### src/rtl/flash_irq_pkg.sv
package flash_irq_pkg;
  localparam int STAT_W = 13;

  localparam int B_UNDERFLOW = 1;
  localparam int B_OP_DONE   = 2;
  localparam int B_REJECT    = 3;
  localparam int B_PROT_WR   = 4;
  localparam int B_ILLEGAL   = 5;
  localparam int B_WMARK     = 6;
  localparam int B_RX_OVF    = 7;
  localparam int B_TX_THR    = 8;
  localparam int B_TX_FULL   = 9;
  localparam int B_RX_THR    = 10;
  localparam int B_RX_FULL   = 11;
  localparam int B_SRAM_FULL = 12;

  localparam logic [STAT_W-1:0] STAT_RST    = 13'h0100;
  localparam logic [STAT_W-1:0] IMPL_BITS   = 13'h1FFE;
  localparam logic [STAT_W-1:0] COR_BITS    = 13'h0082;
  localparam logic [STAT_W-1:0] LEGACY_BITS = 13'h0F80;

  typedef enum logic [1:0] {CLR_NONE, CLR_W1C, CLR_COR} clr_kind_e;

  function automatic clr_kind_e clr_kind(int b);
    if (!IMPL_BITS[b]) return CLR_NONE;
    if (COR_BITS[b])   return CLR_COR;
    return CLR_W1C;
  endfunction
endpackage

### src/rtl/flash_irq_evt.sv
module flash_irq_evt
  import flash_irq_pkg::*;
#(
  parameter int LVL_W = 6
) (
  input  logic              legacy_i,
  input  logic              underflow_i,
  input  logic              op_done_i,
  input  logic              reject_i,
  input  logic              prot_wr_i,
  input  logic              illegal_i,
  input  logic              wmark_i,
  input  logic              rx_ovf_i,
  input  logic              sram_full_i,
  input  logic              tx_full_i,
  input  logic              rx_full_i,
  input  logic [LVL_W-1:0]  tx_level_i,
  input  logic [LVL_W-1:0]  tx_thresh_i,
  input  logic [LVL_W-1:0]  rx_level_i,
  input  logic [LVL_W-1:0]  rx_thresh_i,
  output logic [STAT_W-1:0] evt_o
);
  logic [STAT_W-1:0] raw;
  logic [STAT_W-1:0] gate;

  always_comb begin
    raw              = '0;
    raw[B_UNDERFLOW] = underflow_i;
    raw[B_OP_DONE]   = op_done_i;
    raw[B_REJECT]    = reject_i;
    raw[B_PROT_WR]   = prot_wr_i;
    raw[B_ILLEGAL]   = illegal_i;
    raw[B_WMARK]     = wmark_i;
    raw[B_RX_OVF]    = rx_ovf_i;
    raw[B_TX_THR]    = (tx_level_i <= tx_thresh_i);
    raw[B_TX_FULL]   = tx_full_i;
    raw[B_RX_THR]    = (rx_level_i > rx_thresh_i);
    raw[B_RX_FULL]   = rx_full_i;
    raw[B_SRAM_FULL] = sram_full_i;
  end

  // FIFO-related bits pass only in legacy mode
  assign gate  = legacy_i ? IMPL_BITS : (IMPL_BITS & ~LEGACY_BITS);
  assign evt_o = raw & gate;
endmodule

### src/rtl/flash_irq_mask.sv
module flash_irq_mask
  import flash_irq_pkg::*;
(
  input  logic              clk_i,
  input  logic              rst_ni,
  input  logic              wr_i,
  input  logic [STAT_W-1:0] wdata_i,
  output logic [STAT_W-1:0] mask_o
);
  logic [STAT_W-1:0] mask_q;

  always_ff @(posedge clk_i or negedge rst_ni) begin
    if (!rst_ni)   mask_q <= '0;
    else if (wr_i) mask_q <= wdata_i & IMPL_BITS;
  end

  assign mask_o = mask_q;
endmodule

### src/rtl/flash_irq_stat.sv
module flash_irq_stat
  import flash_irq_pkg::*;
(
  input  logic              clk_i,
  input  logic              rst_ni,
  input  logic [STAT_W-1:0] evt_i,
  input  logic [STAT_W-1:0] mask_i,
  input  logic              wr_i,
  input  logic [STAT_W-1:0] wdata_i,
  input  logic              rd_i,
  output logic [STAT_W-1:0] stat_o
);
  logic unused_bits;
  assign unused_bits = ^((wdata_i | evt_i | mask_i) & ~IMPL_BITS);

  for (genvar b = 0; b < STAT_W; b++) begin : g_bit
    if (clr_kind(b) == CLR_NONE) begin : g_rsvd
      assign stat_o[b] = 1'b0;
    end else begin : g_impl
      logic set_b, clr_b, q;
      assign set_b = evt_i[b] & mask_i[b];
      if (clr_kind(b) == CLR_COR) begin : g_cor
        assign clr_b = rd_i;
      end else begin : g_w1c
        assign clr_b = wr_i & wdata_i[b];
      end
      // set has priority over a same-cycle clear
      always_ff @(posedge clk_i or negedge rst_ni) begin
        if (!rst_ni) q <= STAT_RST[b];
        else         q <= set_b | (q & ~clr_b);
      end
      assign stat_o[b] = q;
    end
  end
endmodule

### src/rtl/flash_irq_ctrl.sv
module flash_irq_ctrl
  import flash_irq_pkg::*;
#(
  parameter int                ADDR_W   = 8,
  parameter int                DATA_W   = 32,
  parameter int                LVL_W    = 6,
  parameter logic [ADDR_W-1:0] STAT_OFF = 8'h40,
  parameter logic [ADDR_W-1:0] MASK_OFF = 8'h44
) (
  input  logic              clk_i,
  input  logic              rst_ni,
  input  logic              reg_req_i,
  input  logic              reg_we_i,
  input  logic [ADDR_W-1:0] reg_addr_i,
  input  logic [DATA_W-1:0] reg_wdata_i,
  output logic [DATA_W-1:0] reg_rdata_o,
  input  logic              legacy_mode_i,
  input  logic              ev_underflow_i,
  input  logic              ev_op_done_i,
  input  logic              ev_reject_i,
  input  logic              ev_prot_wr_i,
  input  logic              ev_illegal_i,
  input  logic              ev_wmark_i,
  input  logic              ev_rx_ovf_i,
  input  logic              ev_sram_full_i,
  input  logic              tx_full_i,
  input  logic              rx_full_i,
  input  logic [LVL_W-1:0]  tx_level_i,
  input  logic [LVL_W-1:0]  tx_thresh_i,
  input  logic [LVL_W-1:0]  rx_level_i,
  input  logic [LVL_W-1:0]  rx_thresh_i,
  output logic              irq_o
);
  localparam int PAD_W = DATA_W - STAT_W;

  logic [STAT_W-1:0] evt, mask_q, stat_q, wdata;
  logic              hit_stat, hit_mask, wr_stat, wr_mask, rd_stat, irq_q;
  logic              unused_wdata;

  assign wdata        = reg_wdata_i[STAT_W-1:0];
  assign unused_wdata = ^reg_wdata_i[DATA_W-1:STAT_W];

  assign hit_stat = reg_req_i && (reg_addr_i == STAT_OFF);
  assign hit_mask = reg_req_i && (reg_addr_i == MASK_OFF);
  assign wr_stat  = hit_stat &&  reg_we_i;
  assign wr_mask  = hit_mask &&  reg_we_i;
  assign rd_stat  = hit_stat && !reg_we_i;

  flash_irq_evt #(.LVL_W(LVL_W)) u_evt (
    .legacy_i    (legacy_mode_i),
    .underflow_i (ev_underflow_i),
    .op_done_i   (ev_op_done_i),
    .reject_i    (ev_reject_i),
    .prot_wr_i   (ev_prot_wr_i),
    .illegal_i   (ev_illegal_i),
    .wmark_i     (ev_wmark_i),
    .rx_ovf_i    (ev_rx_ovf_i),
    .sram_full_i (ev_sram_full_i),
    .tx_full_i   (tx_full_i),
    .rx_full_i   (rx_full_i),
    .tx_level_i  (tx_level_i),
    .tx_thresh_i (tx_thresh_i),
    .rx_level_i  (rx_level_i),
    .rx_thresh_i (rx_thresh_i),
    .evt_o       (evt)
  );

  flash_irq_mask u_mask (
    .clk_i   (clk_i),
    .rst_ni  (rst_ni),
    .wr_i    (wr_mask),
    .wdata_i (wdata),
    .mask_o  (mask_q)
  );

  flash_irq_stat u_stat (
    .clk_i   (clk_i),
    .rst_ni  (rst_ni),
    .evt_i   (evt),
    .mask_i  (mask_q),
    .wr_i    (wr_stat),
    .wdata_i (wdata),
    .rd_i    (rd_stat),
    .stat_o  (stat_q)
  );

  always_comb begin
    reg_rdata_o = '0;
    if (reg_req_i && !reg_we_i) begin
      if (hit_stat)      reg_rdata_o = {{PAD_W{1'b0}}, stat_q};
      else if (hit_mask) reg_rdata_o = {{PAD_W{1'b0}}, mask_q};
    end
  end

  always_ff @(posedge clk_i or negedge rst_ni) begin
    if (!rst_ni) irq_q <= |STAT_RST;
    else         irq_q <= |stat_q;
  end

  assign irq_o = irq_q;
endmodule

### config.mk
export PLATFORM = sky130hd
export DESIGN_NAME = flash_irq_ctrl
export DESIGN_NICKNAME = d
export VERILOG_FILES = /design/src/rtl/flash_irq_pkg.sv /design/src/rtl/flash_irq_evt.sv /design/src/rtl/flash_irq_mask.sv /design/src/rtl/flash_irq_stat.sv /design/src/rtl/flash_irq_ctrl.sv
export SDC_FILE = /design/constraint.sdc
export NUM_CORES = 1
export LEC_CHECK = 0
export CAP_MARGIN = 20
export CORE_ASPECT_RATIO = 1.1
export CORE_MARGIN = 5
export CORE_UTILIZATION = 40
export CTS_BUF_LIST = sky130_fd_sc_hd__clkbuf_8
export CTS_CLUSTER_SIZE = 24
export DETAILED_ROUTE_END_ITERATION = 12
export PLACE_DENSITY_LB_ADDON = 0.15
export SYNTH_ARGS = -nofsm -noshare
export SYNTH_HDL_FRONTEND = slang
export SYNTH_SLANG_ARGS = --single-unit
export TNS_END_PERCENT = 10
### constraint.sdc
create_clock -name clk_i -period 8.5 [get_ports clk_i]
set_input_delay 2.55 -clock clk_i [delete_from_list [all_inputs] [get_ports clk_i]]
set_output_delay 2.55 -clock clk_i [all_outputs]
set_load 0.01 [all_outputs]
==> qor.yml, run 1 <==
outcome:
  status: "finished clean"
synth:
  async_flop_share_pct: 100.0
  synth_top_area_cell: "dfrtp_1"
  synth-edff-count: 0
  netlist_top_cells_count: "dfrtp_1 (23), buf_4 (20), inv_1 (15)"
  syn-instance-count: 165
  yosys.cell_count.top_type: "dfrtp_1"
  ys_ff_latch: 25
  synth.distinct_cells: 34
  syn_area_um2: 1677
  ys_seq_area_share_pct: 37.46
  synthTopCellsByArea: "dfrtp_1 (34%), buf_4 (9.0%), ha_1 (9.0%), mux2_4 (9.0%), a22oi_1 (5.4%)"
  syn_avg_cell_area_um2: 10.16
  ys_warn_count: 0
  synth_top_cell_area_share_pct: 34.33
  synth_top_flop_cell: "dfrtp_1"
detailed_routing:
  drc_errors: 0
  ant_nets: 0
  first_iter_violations: 84
  avgRoutedWirePerCell_um: 14.09
  num_vias: 1417
  drt-pass1-iter-count: 4
  vias_per_cell: 4.937
  routed_wirelength_um: 4045
power_and_ir_drop:
  vdd_ir_drop_max_v: 0.00005169
  leakage_nw: 1.105
  p_per_area_nw_per_um2: 115.3
worst_hold_path:
  min-delay-start: "u_stat.g_bit[4].g_impl.q$_DFF_PN0_"
  hold_class: "flip-flop to flip-flop"
layout:
  n_antenna_cell: 0
  design_area_um2: 2420
  areaGrowthSynthToFinish_pct: 44.33
  drive_gt1_share_pct: 9.362
  nNetsFinal: 327
floorplanning:
  rows: 24
  coreArea_um2: 4024
  die_area_um2: 5588
  die_y_um: 77.90
  start_util_pct: 41.67
  die_x_um: 71.73
  ioPinCount: 112
place:
  dpl.hpwl_um: 3195
  routabilityCongestion: 0.7409
  placed_area_um2: 2375
  portBuffers: 71
setup_path:
  crit_type: "primary input to output port"
  worstSetupStartpointType: "primary input"
  reg2reg_from: "u_mask.mask_o[8]$_DFFE_PN0P_"
  path_max_fanout: 13
  crit_path_start: "reg_addr_i[1]"
  cp.required_ns: 5.95
  crit_arrival_ns: 4.88
  end_kind: "output port"
timing:
  rsz0062_at_grt: "false"
  period_share_pct: 87.46
  worst_pin_slew_ns: 0.7466
  maxSlewViolCount: 0
  post-route-min-period_ns: 7.434
  clock.fmax_ghz: 0.1345
  setup_tns_ns: 0
  finalHoldViolCount: 0
  slew_headroom_pct: 50.11
  setup_viol: 0
  skew_ns: 0.002272
clock_tree:
  cts_max_level: 1
  cts_sinks: 25
  clockRootBuffer: "clkbuf_8"
  clockBufferDepth: 2
  cts_tree: "done"
  clock_latency_ns: 0.27
  cts_buffers: 3
  cts_resized: 0
  post_cts_buffers: 0
  holdBufCountCts: 0
  path_clk_slew_ns: 0.08
grt:
  overflow: 0
  grt_max_degree: 24
  antenna_found_initial: 0
  grt_pass1_wl_um: 6548
  track_usage_pct: 14.60
  grt_pass1_vias: 1395
job:
  cap_violations: 0
final cells by class:
type,instances,area (um2)
multi-input combinational,118,879.6
fill,379,1604
inverter,15,56.30
sequential,25,628.1
clock buffer,3,41.29
clock inverter,1,3.754
timing repair buffer,73,745.7
tap,52,65.06
metrics by stage:
| step | cells | power (mW) | hold WS [ns] | worst slack [ns] | util, % |
|---|---|---|---|---|---|
| after floorplan | 184 | 0.1809 | 0.4705 | 2.142 | - |
| after detailed placement | 283 | 0.2146 | 0.5000 | 1.034 | 59.02 |
| after CTS | 287 | 0.2825 | 0.5326 | 1.042 | 60.14 |
| final | 287 | 0.2791 | 0.5290 | 1.066 | 60.14 |
| after global routing | 287 | 0.2958 | 0.5565 | 0.9447 | 60.14 |
| after global placement | 282 | 0.2127 | 0.5144 | 1.032 | 58.33 |
per-layer routing:
layer	vias to the layer above	GRT usage, %	share of wire, %
met4	0	6.203	1.5
li1	700	-	-
met1	647	19.02	42
met3	5	2.067	8.4
met5	-	0	0
met2	65	23.99	48
logic make-up (layout without fill, tap and decap cells):
kind of cell | Yosys count | after routing | share of synthesized area [%]
compound gates | 33 | 33 | 15.15
fa+ha+maj | 12 | 12 | 8.955
buf+inv | 41 | 92 | 14.33
flops | 25 | 25 | 37.46
mux | 12 | 12 | 10.30
other cells | 1 | 20 | 0.2237
simple gates | 41 | 41 | 13.58
sequential cells by signal, summed over array words and instances (netlist names):
| name | count |
|---|---|
| u_stat.g_bit.g_impl.q | 12 |
| irq_o | 1 |
| u_mask.mask_o | 12 |
report_power, final:
| part | internal [mW] | switching (mW) | total [mW] | leakage, nW |
|---|---|---|---|---|
| combinational | 0.0426 | 0.0249 | 0.0675 | 0.747 |
| sequential | 0.133 | 0.0117 | 0.145 | 0.331 |
| clock | 0.0323 | 0.0346 | 0.0669 | 0.0269 |
worst max-delay path: stages:
cell	delay, ns
clkdlybuf4s50_1	0.39
or4_4	0.56
nor3_4	0.50
a22oi_1	0.18
nor2_1	0.14
clkdlybuf4s50_1	0.56
placed cells by master (no fill, tap or decap), drive strengths merged, types with 3 or more instances in the layout:
cell type	netlist	layout
a22o	8	8
nand2	5	5
inv	15	16
a32o	3	3
ha	12	12
a22oi	12	12
nor4	3	3
nand3	10	10
clkdlybuf4s50	0	71
conb	1	20
clkbuf	1	3
a21oi	4	4
dfrtp	23	23
mux2	12	12
nor2	12	12
worst paths after layout:
kind	endpoint	slack, ns	cells past startpoint
worst max-delay path	reg_rdata_o[8]	1.07	6
worst min-delay path	u_stat.g_bit[4].g_impl.q$_DFF_PN0_	0.53	1
worst max register to register	u_stat.g_bit[8].g_impl.q$_DFF_PN1_	7.54	4
worst min register to register	u_stat.g_bit[4].g_impl.q$_DFF_PN0_	0.53	1
max in group asynchronous	irq_o$_DFF_PN1_	5.42	2
min in group asynchronous	u_mask.mask_o[5]$_DFFE_PN0P_	2.57	1
No activity file was read; power rests on OpenSTA's default activity.
==> run 2: changes to the inputs <==
--- a/config.mk
+++ b/config.mk
@@ -10,4 +10,4 @@
 export CORE_MARGIN = 5
-export CORE_UTILIZATION = 40
-export CTS_BUF_LIST = sky130_fd_sc_hd__clkbuf_8
+export CORE_UTILIZATION = 39
+export CTS_BUF_LIST = sky130_fd_sc_hd__clkbuf_8 sky130_fd_sc_hd__clkbuf_16
 export CTS_CLUSTER_SIZE = 24
@@ -15,2 +15,3 @@
 export PLACE_DENSITY_LB_ADDON = 0.15
+export SETUP_SLACK_MARGIN = 0.4
 export SYNTH_ARGS = -nofsm -noshare
==> constraint.sdc (replaced) <==
create_clock -name clk_i -period 8.5 [get_ports clk_i]
set_input_delay 1.7 -clock clk_i [delete_from_list [all_inputs] [get_ports clk_i]]
set_output_delay 1.7 -clock clk_i [all_outputs]
set_load 0.01 [all_outputs]
==> run 2 against run 1 <==
Effect of this change:
- via count down 1.6%
- first-iteration DRC count shrank 36%
- sequential power is essentially flat
- sequential share of layout area is 0.11 points higher
- die area increased by 2.2%
- maximum frequency increased by 30%
- worst hold slack better by 0.0015 ns
- global-route usage shrank 0.86 points
==> qor.yml, run 2 (synthesis gave the netlist of run 1 again) <==
layout:
  drive_gt1_share_pct: 9.362  # unchanged
  areaGrowthSynthToFinish_pct: 43.73  # was 44.33%
  fin_cells: 289  # was 287
  nNetsFinal: 327  # unchanged
  final_common_cell: "clkdlybuf4s50_1"  # unchanged
  n_antenna_cell: 0  # unchanged
  final_cell_mix: "clkdlybuf4s50_1 (71), dfrtp_1 (23), conb_1 (20), inv_1 (16)"  # unchanged
  design_area_um2: 2410  # was 2420 um2
detailed_routing:
  first_iter_violations: 54  # was 84
  avgRoutedWirePerCell_um: 13.90  # was 14.09 um
  drc_errors: 0  # unchanged
  num_vias: 1394  # was 1,417
  routed_wirelength_um: 4018  # was 4045 um
  vias_per_cell: 4.824  # was 4.937
  drt-pass1-iter-count: 4  # unchanged
  ant_nets: 0  # unchanged
setup_path:
  crit_type: "primary input to output port"  # unchanged
  path_max_fanout: 13  # unchanged
  worstSetupStartpointType: "primary input"  # unchanged
  crit_arrival_ns: 4.02  # was 4.88 ns
  end_kind: "output port"  # unchanged
  cp.required_ns: 6.80  # was 5.95 ns
floorplanning:
  die_area_um2: 5712  # was 5588 um2
  ioPinCount: 112  # unchanged
  die_y_um: 78.77  # was 77.90 um
  die_x_um: 72.52  # was 71.73 um
  rows: 25  # was 24
  start_util_pct: 39.70  # was 41.67%
  coreArea_um2: 4223  # was 4024 um2
clock_tree:
  cts_max_level: 1  # unchanged
  post_cts_buffers: 0  # unchanged
  clockBufferDepth: 2  # unchanged
  cts_resized: 0  # unchanged
  cts_tree: "done"  # unchanged
  clockRootBuffer: "clkbuf_8"  # unchanged
  path_clk_slew_ns: 0.08  # about the same
  clock_latency_ns: 0.26  # was 0.27 ns
  cts_buffers: 3  # unchanged
  cts_sinks: 25  # unchanged
  holdBufCountCts: 0  # unchanged
job:
  cap_violations: 0  # unchanged
timing:
  finalHoldViolCount: 0  # unchanged
  slew_headroom_pct: 48.90  # was 50.11%
  worst_pin_slew_ns: 0.7647  # was 0.7466 ns
  setup_tns_ns: 0  # unchanged
  rsz0062_at_grt: "false"  # unchanged
  post-route-min-period_ns: 5.720  # was 7.434 ns
  maxSlewViolCount: 0  # unchanged
  clock.fmax_ghz: 0.1748  # was 0.1345 GHz
  skew_ns: 0.001860  # was 0.002272 ns
  period_share_pct: 67.30  # was 87.46%
  setup_viol: 0  # unchanged
place:
  routabilityCongestion: 0.7259  # was 0.7409
  dpl.hpwl_um: 3091  # was 3195 um
  dpl.cell_count: 284  # was 283
  placed_area_um2: 2350  # was 2375 um2
  portBuffers: 71  # unchanged
power_and_ir_drop:
  vdd_ir_drop_max_v: 0.00006023  # was 0.00005169 V
  p_per_area_nw_per_um2: 115.3  # about the same
  leakage_nw: 1.100  # was 1.105 nW
grt:
  overflow: 0  # unchanged
  grt_max_degree: 26  # was 24
  grt_pass1_wl_um: 6306  # was 6548 um
  antenna_found_initial: 0  # unchanged
  grt_pass1_vias: 1356  # was 1,395
  track_usage_pct: 13.74  # was 14.60%
worst_hold_path:
  hold_class: "flip-flop to flip-flop"  # unchanged
outcome:
  status: "finished clean"  # unchanged
[run 2: critical path, cell delays in order]
cell and delay [ns]:
clkdlybuf4s50_1 0.39, or4_4 0.56, nor3_4 0.50, a22oi_1 0.19, nor2_1 0.11, clkdlybuf4s50_1 0.55
[run 2: area by class of cell]
type / count / area (um2)
fill: 390 / 1813
multi-input combinational: 118 / 879.6
timing repair buffer: 73 / 733.2
sequential: 25 / 628.1
tap: 54 / 67.56
inverter: 15 / 56.30
clock buffer: 3 / 41.29
clock inverter: 1 / 3.754
[run 2: where the power goes]
group	total, mW	internal, mW	switching, mW
Combinational	0.0667	0.0420	0.0247
Clock	0.0663	0.0322	0.0341
Sequential	0.145	0.133	0.0117
[run 2: layer usage]
layer	vias to the layer above	GRT usage (%)	wire length, um
li1	696	-	-
met1	632	17.58	1628
met2	62	23.22	1942
met3	4	4.051	405
met4	0	2.214	41
met5	-	0	0
[run 2: path summary, 6_finish.rpt]
path	startpoint	end	slack (ns)	depth (start not counted)
setup / recovery	reg_addr_i[1]	reg_rdata_o[11]	2.78	6
hold / removal	u_stat.g_bit[7].g_impl.q$_DFF_PN0_	u_stat.g_bit[7].g_impl.q$_DFF_PN0_	0.53	1
setup reg to reg	u_mask.mask_o[8]$_DFFE_PN0P_	u_stat.g_bit[8].g_impl.q$_DFF_PN1_	7.52	4
hold reg to reg	u_stat.g_bit[7].g_impl.q$_DFF_PN0_	u_stat.g_bit[7].g_impl.q$_DFF_PN0_	0.53	1
max in group asynchronous	rst_ni	irq_o$_DFF_PN1_	6.10	2
min in group asynchronous	rst_ni	u_mask.mask_o[5]$_DFFE_PN0P_	1.82	1
[run 2: per-stage QoR]
stage	worst slack (ns)	power (mW)	hold slack (ns)	util, %
6_report	2.780	0.2778	0.5305	57.07
5_1_grt	2.657	0.2955	0.5474	57.07
4_1_cts	2.739	0.2815	0.5299	56.71
3_5_place_dp	2.757	0.2130	0.5039	55.64
3_3_place_gp	2.747	0.2126	0.5067	55.64
2_1_floorplan	3.842	0.1809	0.4705	-
==> run 3: changes to the inputs <==
CORE_UTILIZATION = 36   (was 39)
clock period = 6 ns   (was 8.5 ns; I/O delays follow)
==> run 3 against run 2 <==
Effect of this change:
- clock power increased by 44%
- sequential share of layout area increased by 0.054 points
- design area decreased by 0.21%
- sequential power increased by 41%
- critical path type unchanged
- critical endpoint unchanged
- highest routed layer unchanged
==> qor.yml, run 3 (synthesis gave the netlist of run 1 again) <==
timing:
  setup_viol: 0  # unchanged
  clock.fmax_ghz: 0.2119
  post-route-min-period_ns: 4.720
  finalHoldViolCount: 0  # unchanged
  skew_ns: 0.004599  # was 0.001860 ns
  rsz0062_at_grt: "false"  # unchanged
  period_share_pct: 78.67
  slew_headroom_pct: 49.39  # was 48.90%
  setup_tns_ns: 0  # unchanged
  worst_pin_slew_ns: 0.7573  # was 0.7647 ns
  maxSlewViolCount: 0  # unchanged
setup_path:
  crit_arrival_ns: 3.52  # was 4.02 ns
  worstSetupStartpointType: "primary input"  # unchanged
  path_max_fanout: 13  # unchanged
  worstRegToRegCells: 4  # unchanged
  reg2reg_from: "u_mask.mask_o[8]$_DFFE_PN0P_"  # unchanged
  crit_type: "primary input to output port"  # unchanged
  cp.required_ns: 4.80  # was 6.80 ns
  reg2reg_slack_ns: 4.99  # was 7.52 ns
  end_kind: "output port"  # unchanged
  r2r_end: "u_stat.g_bit[8].g_impl.q$_DFF_PN1_"  # unchanged
detailed_routing:
  drc_errors: 0  # unchanged
  drt-pass1-iter-count: 4  # unchanged
  num_vias: 1400  # was 1,394
  vias_per_cell: 4.811  # was 4.824
  first_iter_violations: 75  # was 54
  routed_wirelength_um: 3995  # was 4018 um
  avgRoutedWirePerCell_um: 13.73  # was 13.90 um
  ant_nets: 0  # unchanged
clock_tree:
  cts_max_level: 1  # unchanged
  clockBufferDepth: 2  # unchanged
  cts_tree: "done"  # unchanged
  cts_buffers: 3  # unchanged
  cts_resized: 0  # unchanged
  clockRootBuffer: "clkbuf_8"  # unchanged
  clock_latency_ns: 0.26  # about the same
  post_cts_buffers: 0  # unchanged
  path_clk_slew_ns: 0.08  # about the same
  holdBufCountCts: 0  # unchanged
  cts_sinks: 25  # unchanged
place:
  dpl.hpwl_um: 3176  # was 3091 um
  dpl.cell_count: 287  # was 284
  placed_area_um2: 2360  # was 2350 um2
  portBuffers: 71  # unchanged
  routabilityCongestion: 0.7173  # was 0.7259
floorplanning:
  die_area_um2: 6124  # was 5712 um2
  ioPinCount: 112  # unchanged
  coreArea_um2: 4587  # was 4223 um2
  rows: 26  # was 25
  die_y_um: 81.58  # was 78.77 um
  start_util_pct: 36.55  # was 39.70%
  die_x_um: 75.07  # was 72.52 um
grt:
  grt_pass1_vias: 1410  # was 1,356
  grt_max_degree: 26  # unchanged
  overflow: 0  # unchanged
  antenna_found_initial: 0  # unchanged
  grt_pass1_wl_um: 6223  # was 6306 um
  track_usage_pct: 12.88  # was 13.74%
layout:
  final_cell_mix: "clkdlybuf4s50_1 (71), dfrtp_1 (23), conb_1 (20), inv_1 (16)"  # unchanged
  n_antenna_cell: 0  # unchanged
  design_area_um2: 2405  # was 2410 um2
  drive_gt1_share_pct: 9.362  # unchanged
  fin_cells: 291  # was 289
  nNetsFinal: 327  # unchanged
  fillers: 453  # was 390
  final_common_cell: "clkdlybuf4s50_1"  # unchanged
  areaGrowthSynthToFinish_pct: 43.43  # was 43.73%
power_and_ir_drop:
  leakage_nw: 1.098  # was 1.100 nW
  vdd_ir_drop_max_v: 0.00008674  # was 0.00006023 V
  p_per_area_nw_per_um2: 164.3  # was 115.3 nW/um2
worst_hold_path:
  holdPathStages: 1  # unchanged
  hold_class: "flip-flop to flip-flop"  # unchanged
  min-delay-start: "u_stat.g_bit[4].g_impl.q$_DFF_PN0_"  # was u_stat.g_bit[7].g_impl.q$_DFF_PN0_
  min_to: "u_stat.g_bit[4].g_impl.q$_DFF_PN0_"  # was u_stat.g_bit[7].g_impl.q$_DFF_PN0_
outcome:
  status: "finished clean"  # unchanged
job:
  cap_violations: 0  # unchanged
[run 3: power breakdown]
group / switching, mW / total [mW] / internal [mW]
logic: 0.0349 / 0.0939 / 0.0590
clock network: 0.0501 / 0.0958 / 0.0457
registers: 0.0169 / 0.205 / 0.188
[run 3: per-stage QoR]
step	power [mW]	utilization (%)	hold WS [ns]	setup WS (ns)
floorplan	0.2562	-	0.4705	2.342
global placement	0.3022	51.45	0.5049	1.248
detailed placement	0.3032	51.45	0.5154	1.245
CTS	0.3984	52.43	0.5353	1.246
global route	0.4181	52.43	0.5535	1.119
finish	0.3951	52.43	0.5282	1.280
[run 3: area by class of cell]
cell class,instances,area (um2),share of cell area (%)
Clock inverter,1,3.754,0.1561
Timing Repair Buffer,73,725.7,30.18
Sequential cell,25,628.1,26.12
Clock buffer,3,41.29,1.717
Multi-Input combinational cell,118,879.6,36.58
Inverter,15,56.30,2.341
Tap cell,56,70.07,2.914
[run 3: critical path, cell delays in order]
cell             delay (ns)
clkdlybuf4s50_1        0.40
or4_4                  0.56
nor3_4                 0.50
a22oi_1                0.20
nor2_1                 0.12
clkdlybuf4s50_1        0.55
[run 3: per-layer routing]
metal,global-route usage [%],share of wire [%],vias to the layer above
met5,0,0,-
met4,3.737,1.0,0
met3,2.693,9.3,4
met2,22.91,49,55
met1,15.41,41,644
li1,-,-,697
[run 3: how the worst max path moves through the flow]
stage,startpoint,endpoint,slack (ns),cells after the start
3_5_place_dp,reg_addr_i[1],reg_rdata_o[11],1.25,6
3_3_place_gp,reg_addr_i[1],reg_rdata_o[7],1.25,6
6_report,reg_addr_i[1],reg_rdata_o[11],1.28,6
5_1_grt,reg_addr_i[1],reg_rdata_o[7],1.12,6
4_1_cts,reg_addr_i[1],reg_rdata_o[11],1.25,6
2_1_floorplan,reg_addr_i[1],reg_rdata_o[12],2.34,5
